--- src/rtl/i2c_byte_seq.sv ---
module i2c_byte_seq #(
  parameter int DEPTH = 16,
  parameter int AW    = 10,
  parameter int SW    = 8
) (
  input  logic          clk,
  input  logic          rst_n,
  input  logic          wr_en,
  input  logic [1:0]    wr_sel,
  input  logic [15:0]   wr_data,
  input  logic          rd_pop,
  output logic [7:0]    rd_data,
  output logic          rx_valid,
  output logic          bus_active,
  output logic [SW-1:0] size_count,
  output logic          nack_evt,
  output logic          cmd_valid,
  output logic [1:0]    cmd_code,
  output logic [7:0]    cmd_byte,
  output logic          cmd_nack,
  input  logic          eng_done,
  input  logic          eng_nack,
  input  logic [7:0]    eng_rx_byte
);
  localparam int PW = $clog2(DEPTH);
  localparam int CW = PW + 1;
  localparam logic [1:0] C_START = 2'd0, C_STOP = 2'd1, C_WRITE = 2'd2, C_READ = 2'd3;

  typedef enum logic [2:0] {S_IDLE, S_START, S_ADDR1, S_ADDR2, S_DATA, S_STOP} st_t;
  st_t state;

  logic c_dir, c_ms, c_norm, c_hold;
  logic xdir, tenbit, owned;
  logic [AW-1:0] addr_q;
  logic [SW-1:0] size_q;
  logic [7:0]    mem [DEPTH];
  logic [PW-1:0] rp, wp;
  logic [CW-1:0] count;

  wire wr_ctrl = wr_en && wr_sel == 2'd0;
  wire wr_addr = wr_en && wr_sel == 2'd1;
  wire wr_size = wr_en && wr_sel == 2'd2;
  wire wr_dat  = wr_en && wr_sel == 2'd3;
  wire clr     = wr_ctrl && wr_data[6];
  wire empty   = count == '0;
  wire full    = count == CW'(DEPTH);
  wire in_data = state == S_DATA;

  wire eng_push = in_data && xdir && eng_done;
  wire eng_pop  = in_data && !xdir && eng_done && !empty;
  wire sw_push  = wr_dat && !c_dir && !full;
  wire sw_pop   = rd_pop && c_dir && !empty;
  wire push     = eng_push || sw_push;
  wire pop      = eng_pop || sw_pop;
  wire tx_stall = in_data && !xdir && empty && c_hold;
  wire launch   = wr_addr && c_ms && (state == S_IDLE || tx_stall);

  assign rd_data    = mem[rp];
  assign rx_valid   = c_dir && !empty;
  assign bus_active = state != S_IDLE || owned;
  assign size_count = c_dir ? size_q : SW'(count);

  always_comb begin
    cmd_valid = 1'b1;
    cmd_code  = C_WRITE;
    cmd_byte  = 8'h00;
    cmd_nack  = 1'b0;
    unique case (state)
      S_IDLE:  cmd_valid = 1'b0;
      S_START: cmd_code = C_START;
      S_STOP:  cmd_code = C_STOP;
      S_ADDR1: cmd_byte = tenbit ? {5'b11110, addr_q[9:8], xdir} : {addr_q[6:0], xdir};
      S_ADDR2: cmd_byte = addr_q[7:0];
      default: if (xdir) begin
        cmd_code  = C_READ;
        cmd_valid = size_q != '0 && !full;
        cmd_nack  = size_q == SW'(1);
      end else begin
        cmd_valid = !empty;
        cmd_byte  = mem[rp];
      end
    endcase
  end

  always_ff @(posedge clk or negedge rst_n) begin
    if (!rst_n) begin
      rp <= '0; wp <= '0; count <= '0;
      for (int i = 0; i < DEPTH; i++) mem[i] <= '0;
    end else if (clr) begin
      rp <= '0; wp <= '0; count <= '0;
      for (int i = 0; i < DEPTH; i++) mem[i] <= '0;
    end else begin
      if (push) begin
        mem[wp] <= eng_push ? eng_rx_byte : wr_data[7:0];
        wp <= wp + 1'b1;
      end
      if (pop) rp <= rp + 1'b1;
      count <= count + CW'(push) - CW'(pop);
    end
  end

  always_ff @(posedge clk or negedge rst_n) begin
    if (!rst_n) begin
      {c_dir, c_ms, c_norm, c_hold} <= '0;
      state <= S_IDLE; xdir <= 1'b0; tenbit <= 1'b0; owned <= 1'b0;
      addr_q <= '0; size_q <= '0; nack_evt <= 1'b0;
    end else begin
      nack_evt <= 1'b0;
      if (wr_ctrl) {c_hold, c_norm, c_ms, c_dir} <= {wr_data[4], wr_data[2], wr_data[1], wr_data[0]};
      if (wr_size) size_q <= wr_data[SW-1:0];
      else if (eng_push) size_q <= size_q - 1'b1;
      if (launch) begin
        state <= S_START; addr_q <= wr_data[AW-1:0];
        xdir <= c_dir; tenbit <= !c_norm; owned <= 1'b0;
      end else begin
        unique case (state)
          S_IDLE:  if (owned && !c_hold) state <= S_STOP;
          S_START: if (eng_done) state <= S_ADDR1;
          S_ADDR1, S_ADDR2:
            if (eng_done) begin
              if (eng_nack) begin
                nack_evt <= 1'b1;
                state <= c_hold ? S_IDLE : S_STOP;
                owned <= c_hold;
              end else state <= (state == S_ADDR1 && tenbit) ? S_ADDR2 : S_DATA;
            end
          S_DATA:
            if (xdir) begin
              if (size_q == '0) begin
                state <= c_hold ? S_IDLE : S_STOP;
                owned <= c_hold;
              end
            end else if (empty) begin
              if (!c_hold) state <= S_STOP;
            end else if (eng_done && eng_nack) begin
              nack_evt <= 1'b1;
              state <= c_hold ? S_IDLE : S_STOP;
              owned <= c_hold;
            end
          default: if (eng_done) begin state <= S_IDLE; owned <= 1'b0; end
        endcase
      end
    end
  end

  p_fifo_bound_r10: assert property (@(posedge clk) disable iff (!rst_n) count <= CW'(DEPTH));
  p_cmd_hold_r2: assert property (@(posedge clk) disable iff (!rst_n)
    cmd_valid && !eng_done && !wr_en |=> cmd_valid && $stable(cmd_code) && $stable(cmd_byte));
  p_nack_stop_r7: assert property (@(posedge clk) disable iff (!rst_n)
    nack_evt && !c_hold && !$past(wr_en) |-> cmd_valid && cmd_code == C_STOP);
  p_nack_pulse_r7: assert property (@(posedge clk) disable iff (!rst_n) nack_evt |=> !nack_evt);
  p_read_count_r4: assert property (@(posedge clk) disable iff (!rst_n)
    cmd_valid && cmd_code == C_READ |-> size_q != '0 && !full);
  p_idle_quiet_r9: assert property (@(posedge clk) disable iff (!rst_n) !bus_active |-> !cmd_valid);
endmodule

--- config.mk ---
export PLATFORM = sky130hd
export DESIGN_NAME = i2c_byte_seq
export DESIGN_NICKNAME = d
export VERILOG_FILES = /design/src/rtl/i2c_byte_seq.sv
export SDC_FILE = /design/constraint.sdc
export NUM_CORES = 1
export LEC_CHECK = 0
export ABC_AREA = 1
export BUFFER_PORTS_ARGS = -buffer_cell sky130_fd_sc_hd__buf_2
export CAP_MARGIN = 20
export CORE_MARGIN = 2
export CORE_UTILIZATION = 40
export DETAILED_ROUTE_END_ITERATION = 7
export SYNTH_ARGS = -nofsm -noshare
export SYNTH_HDL_FRONTEND = slang
export SYNTH_SLANG_ARGS = --single-unit
--- constraint.sdc ---
create_clock -name clk -period 2.7 [get_ports clk]
set_input_delay 0.405 -clock clk [delete_from_list [all_inputs] [get_ports clk]]
set_output_delay 0.405 -clock clk [all_outputs]
set_load 0.01 [all_outputs]
* After elaboration in Yosys (flattened, before gate mapping)
Cells that the tools add are included.
** Word-level totals
- Logic and storage cells :: 169
- Register bits after elaboration :: 170
- Output and inout bits :: 31
- Input port bits :: 32
** Cells by class
- Magnitude comparators :: 3
- Equality and inequality tests :: 20
- Muxes and demuxes :: 56
- Reduce and logical (&&, ||, !) cells :: 53
- $add $sub $neg :: 5
- Bitwise operators :: 2
** Operator list (number)
- 2-to-1 mux 128 bit :: 2
- bitwise mux 128 bit :: 1
- 2-to-1 mux 8 bit :: 9
- 2-to-1 mux 3 bit :: 13
- binary-select mux 8 bit (select 4 bit) :: 1
- demux 8 bit (select 4 bit) :: 1
- logical AND 1 bit :: 24
- one-hot mux 8 bit (3 select lines) :: 1
- 2-to-1 mux 1 bit :: 18
- 2-to-1 mux 4 bit :: 4
- AND reduction 7 bit :: 2
- one-hot mux 3 bit (4 select lines) :: 1
- >= comparator 5 bit, second input constant :: 2
- inverter 4 -> 5 bit :: 2
- inequality test 3 bit, second input constant :: 3
- adder 4 x 1 -> 4 bit, second input constant :: 2
- equality test 8 x 1 -> 1 bit, second input constant :: 1
- logical NOT 8 bit :: 1
- inequality test 4 x 2 -> 1 bit, second input constant :: 2
- nonzero test 8 bit :: 1
- subtractor 8 x 1 -> 8 bit, second input constant :: 1
- equality test 3 x 2 -> 1 bit, second input constant :: 2
- equality test 3 bit, second input constant :: 2
- logical NOT 1 bit :: 6
- other kinds (27) :: 37

* Logic depth before layout (Yosys ltp)
- Word-level depth :: 8
- Gate-level depth with buffers :: 18
- Mapped depth without buffers :: 18

* Worst setup path before layout
Ideal clock, no wire load.
- Kind :: flip-flop to flip-flop
- Start point :: register state[0]
- End point :: register count[4]
- Slack :: 0.011 ns
- Period minus slack after synthesis :: 2.689 ns
- Cell stages (with the launch flop) :: 17
- Data arrival time :: 2.612 ns
- Path buffers :: 0
- Setup time :: 0.077 ns
- Data required time :: 2.623 ns
- Path through :: dfrtp_1 -> nor2_4 -> nand2_4 -> nor2_1 -> nand2_1 -> o21ai_1 -> ha_1 -> inv_1 -> ha_1 -> inv_1 -> fa_1 -> inv_1 -> nand2_1 -> a21oi_1 -> or2_2 -> o21ai_0 -> a21oi_1
** On the way
- Word-level cells in the longest chain between the ends :: 7
- Elaborated cells between the ends (all ways) :: 11
- Those cells by class :: 2 x add/sub; 1 x eq/ne; 1 x mux; 7 x reduce/logical
** Ends and longest elaborated chain
- start: declaration :: line 30 : st_t state;
- start signal: assignment :: line 123 : state <= c_hold ? S_IDLE : S_STOP;
- start signal: assignment :: line 125 : end else state <= (state == S_ADDR1 && tenbit) ? S_ADDR2 : S_DATA;
- start signal: assignment :: line 130 : state <= c_hold ? S_IDLE : S_STOP;
- equality test 3 bit * :: line 47 : wire in_data = state == S_DATA;
- logical AND 1 bit (on tied branches) (2 in a row) :: line 49, 50
- logical OR 1 bit or logical AND 1 bit (tied branches) :: line 53, 50
- adder 5 x 1 -> 5 bit or logical OR 1 bit (tied branches) :: line 98, 54
- subtractor 5 x 1 -> 5 bit * :: line 98 : count <= count + CW'(push) - CW'(pop);
- 2-to-1 mux 5 bit * :: line 89 : end else if (clr) begin
- end signal: assignment :: line 98
- end: declaration :: line 38 : logic [CW-1:0] count;
Every way passes the cells marked *; elsewhere a longest branch is shown, timed or not.
A chain may end at the register's enable or synchronous reset.

* Final worst setup path
- Start point :: register rp[0]
- End point :: output cmd_byte[0]
** On the way
- Word-level cells in the longest chain between the ends :: 6
** Ends and longest elaborated chain
- start: declaration :: line 37 : logic [PW-1:0] rp, wp;
- start signal: assignment :: line 97 : if (pop) rp <= rp + 1'b1;
- inverter 4 -> 5 bit (implied by the code) :: line 80 : cmd_byte = mem[rp];
- binary-select mux 8 bit (select 4 bit) :: line 80
- 2-to-1 mux 8 bit (implied by the code) (2 in a row) :: line 80
- 2-to-1 mux 8 bit :: line 74 : default: if (xdir) begin
- one-hot mux 8 bit (3 select lines) :: line 68 : unique case (state)
- end: declaration :: line 19 : output logic [7:0] cmd_byte,
No other way between the ends. The select of a mux whose other input is x is not followed.

==> summary.txt <==
Yosys
  – Largest family of logic cells by synthesized area: simple AND/OR/NAND/NOR gates
  – Synth Cell Area: 9590 um2
  – Simple-gate portion of the synthesized area: 36.5%
  – Avg Cell Area, Syn: 7.68 um2
  – Unique masters post-synth: 45
  – Post-synthesis adder-cell area fraction: 2.04%
  – Proportion of synthesized area in mux cells: 0%
  – Post-synth ARST share: 100%
  – Cells after Synth: 1248
  – EDFF count, synth: 0
  – Synth Area in Compound Gates: 10.5%
  – Synth Net Count: 1295
  – Part of the Yosys area used for sequential elements: 44.4%
  – Xor and xnor area share after synthesis: 0.548%
  – Register bit count reported by yosys: 170
  – Yosys warns: 0
  – Top FF cell, synth: dfrtp_1

Setup path
  – WP data arrival: 2.19 ns
  – Max FO, Critical Path: 16
  – CP Launch Type: flip-flop
  – Crit-path cells: inv_8 > buf_12 > nor2_1 > nor2_1 > o21ai_0 > o211ai_1 > nand2_1 > nand2_1 > nand2_1 > nand2_1 > buf_2
  – CP max stage delay: 0.48 ns
  – Worst path slowest cell: dfrtp_2
  – Critical path required time: 2.30 ns
  – Worst setup EP type: output pin
  – Crit-path most repeated cell: nand2_1
  – CP Class: flip-flop to output pin
  – CP Buf/Inv Count: 3
  – Family with the most delay on the worst path: simple AND/OR/NAND/NOR gates

Drt
  – Via density: 5.34
  – DRC: 0
  – Drt first pass iters: 7
  – Via count: 8781
  – Routed WL: 28900 um
  – Post-DR wirelength/cell: 17.6 um
  – Initial DRC count: 703
  – ANT nets after route: 0

Timing
  – Setup violators final: 0
  – RSZ-0062 raised after global routing: true
  – Worst Tran Pin Value: 0.756 ns
  – Final hold vios: 0
  – Slew Limit Fails: 0
  – Final Cycle Share: 96.3%
  – FMAX: 385 MHz
  – Slew headroom: 49.6%
  – Tmin final: 2.60 ns
  – Min Hold Slack: 0.198 ns
  – Clock Skews: 0.0141 ns
  – Setup WS post-layout: 0.100 ns

Clocking
  – CTS Buf Count: 17
  – Clock Path Buffers: 2
  – CTS tree: built
  – Clk_lat worst skew: 0.45 ns
  – Reg clk slew, reported paths: 0.07 ns
  – # clock sinks: 170
  – H-tree lvl count: 4
  – Root buf cell: clkbuf_16

Pwr
  – Leak: 5.85 nW
  – Final total power: 10.8 mW
  – Power Dens Cells: 974 nW/um2
  – Max IR drop VDD: 0.561 mV

GRT
  – First-pass GRT wire length: 46300 um
  – Vias in the first global route: 8528
  – Total grt overflow: 0
  – GRT Overall Usage: 23.0%
  – Largest net degree at the start of global routing: 143
  – Initial antenna violation count: 0

Final layout
  – Final #Nets: 1360
  – Post-Route Utilization: 47.4%
  – Share of layout cells above drive strength 1: 15.1%
  – Antenna Cells: 0
  – Most frequent cells in the layout: 426 x nand2_1, 177 x nand3_1, 168 x dfrtp_1
  – Commonest non-fill, non-tap cell in the layout: nand2_1
  – Cell Count, Final, Fillers Out: 1645
  – P&R area growth vs syn: 16.0%

Worst hold path
  – Min-Delay Path Class: input pin to flip-flop

Floorplanning
  – Core ar.: 23500 um2
  – Die footprint: 25200 um2
  – Initial Util: 40.9%
  – # IOs: 63
  – Cell Rows: 56
  – Die H: 159 um
  – Die W: 159 um

Placed design
  – Port Buffer Count: 56
  – Placement Setup Slack: 0.0277 ns
  – HPWL after DPL: 19000 um
  – Placed cells: 1604
  – Final GP Congestion: 0.906

Outcome
  – Status: complete, no violations

Job
  – Max Cap Viol: 0
## registers in the layout (all words and copies together), names as in the netlist
register / cells
c_hold: 1
size_q: 8
mem: 128
c_dir: 1
state: 3
c_ms: 1
nack_evt: 1
xdir: 1
c_norm: 1
addr_q: 10
count: 5
tenbit: 1
owned: 1
rp: 4
wp: 4
## power breakdown
part,internal (mW),switching [mW],leakage (nW)
Combinational,1.71,2.91,3.25
Clock,1.35,1.25,0.304
Sequential,3.13,0.478,2.30
## cell usage after synthesis (2+ instances only)
master,n,area (um2)
nand2_1,431,1620
nand3_1,179,896
dfrtp_1,170,4250
nor2_1,103,387
inv_1,72,270
o21ai_0,69,345
a21oi_1,49,245
clkbuf_1,26,97.6
o211ai_1,18,135
ha_1,14,175
nor2_8,14,280
nand2_4,11,124
nor3_1,8,40.0
o21ai_4,8,130
buf_1,7,26.3
buf_2,7,35.0
buf_4,7,52.6
o21ai_1,7,35.0
nand2_2,6,37.5
clkinv_1,3,11.3
o221ai_1,3,26.3
or2_2,3,18.8
xnor2_1,3,26.3
xor2_1,3,26.3
buf_12,2,40.0
buf_6,2,22.5
nand2_8,2,40.0
nand4_1,2,12.5
nor2_2,2,12.5
o31a_1,2,17.5
## logic make-up (layout without fill, tap and decap cells)
family | count (synthesis) | in the layout
AND/OR/NAND/NOR | 764 | 764
flip-flops | 170 | 170
AO/OA/AOI/OAI | 164 | 164
buffers and inverters | 129 | 207
adder cells (fa/ha/maj) | 15 | 15
XOR/XNOR | 6 | 6
## worst min-delay path, stage by stage
cell and delay [ns]:
buf_2 0.08, nand3_1 0.06, nand2_1 0.06
## timing repair
item | CTS | global route
endpoints found under the setup margin | 3 | 11
resized for setup | 2 | 27
cloned | 0 | 2
buffers inserted | 0 | 6
pin swaps | 0 | 3
hold endpoints to repair | 43 | 0
hold buffers | 1 | 0
## final cells by class
cell class,count,area [um2]
Multi-Input combinational cell,949,4820
Fill cell,2334,12400
Clock buffer,17,425
Inverter,77,305
Tap cell,319,399
Timing Repair Buffer,98,714
Sequential cell,170,4260
Clock inverter,15,200
## layer usage
layer	vias to the layer above	global-route usage, %	part of all wire [%]
met2	323	36.4	47
li1	4213	-	-
met3	35	3.42	6.0
met4	0	6.30	1.5
met5	-	0	0
met1	4210	33.0	45
## through the flow
stage,setup TNS (ns),cell area (um2)
global placement,0,10300
CTS,0,10900
finish,0,11100
global route,-0.0662,11100
floorplan,0,9590
detailed placement,0,10300
## worst paths after layout
kind                                         end                   from  slack (ns)  depth (start not counted)
setup / recovery                     cmd_byte[0]      rp[0]$_DFFE_PN0P_        0.10                         11
hold / removal             addr_q[9]$_DFFE_PN0P_             wr_data[9]        0.20                          3
setup reg to reg              count[4]$_DFF_PN0_   state[1]$_DFFE_PN0P_        0.11                         16
hold reg to reg            addr_q[9]$_DFFE_PN0P_  addr_q[9]$_DFFE_PN0P_        0.48                          2
max in group asynchronous    mem[73]$_DFFE_PN0P_                  rst_n        1.47                          3
min in group asynchronous     count[4]$_DFF_PN0_                  rst_n        0.48                          2
(Power assumes the default switching activity.)
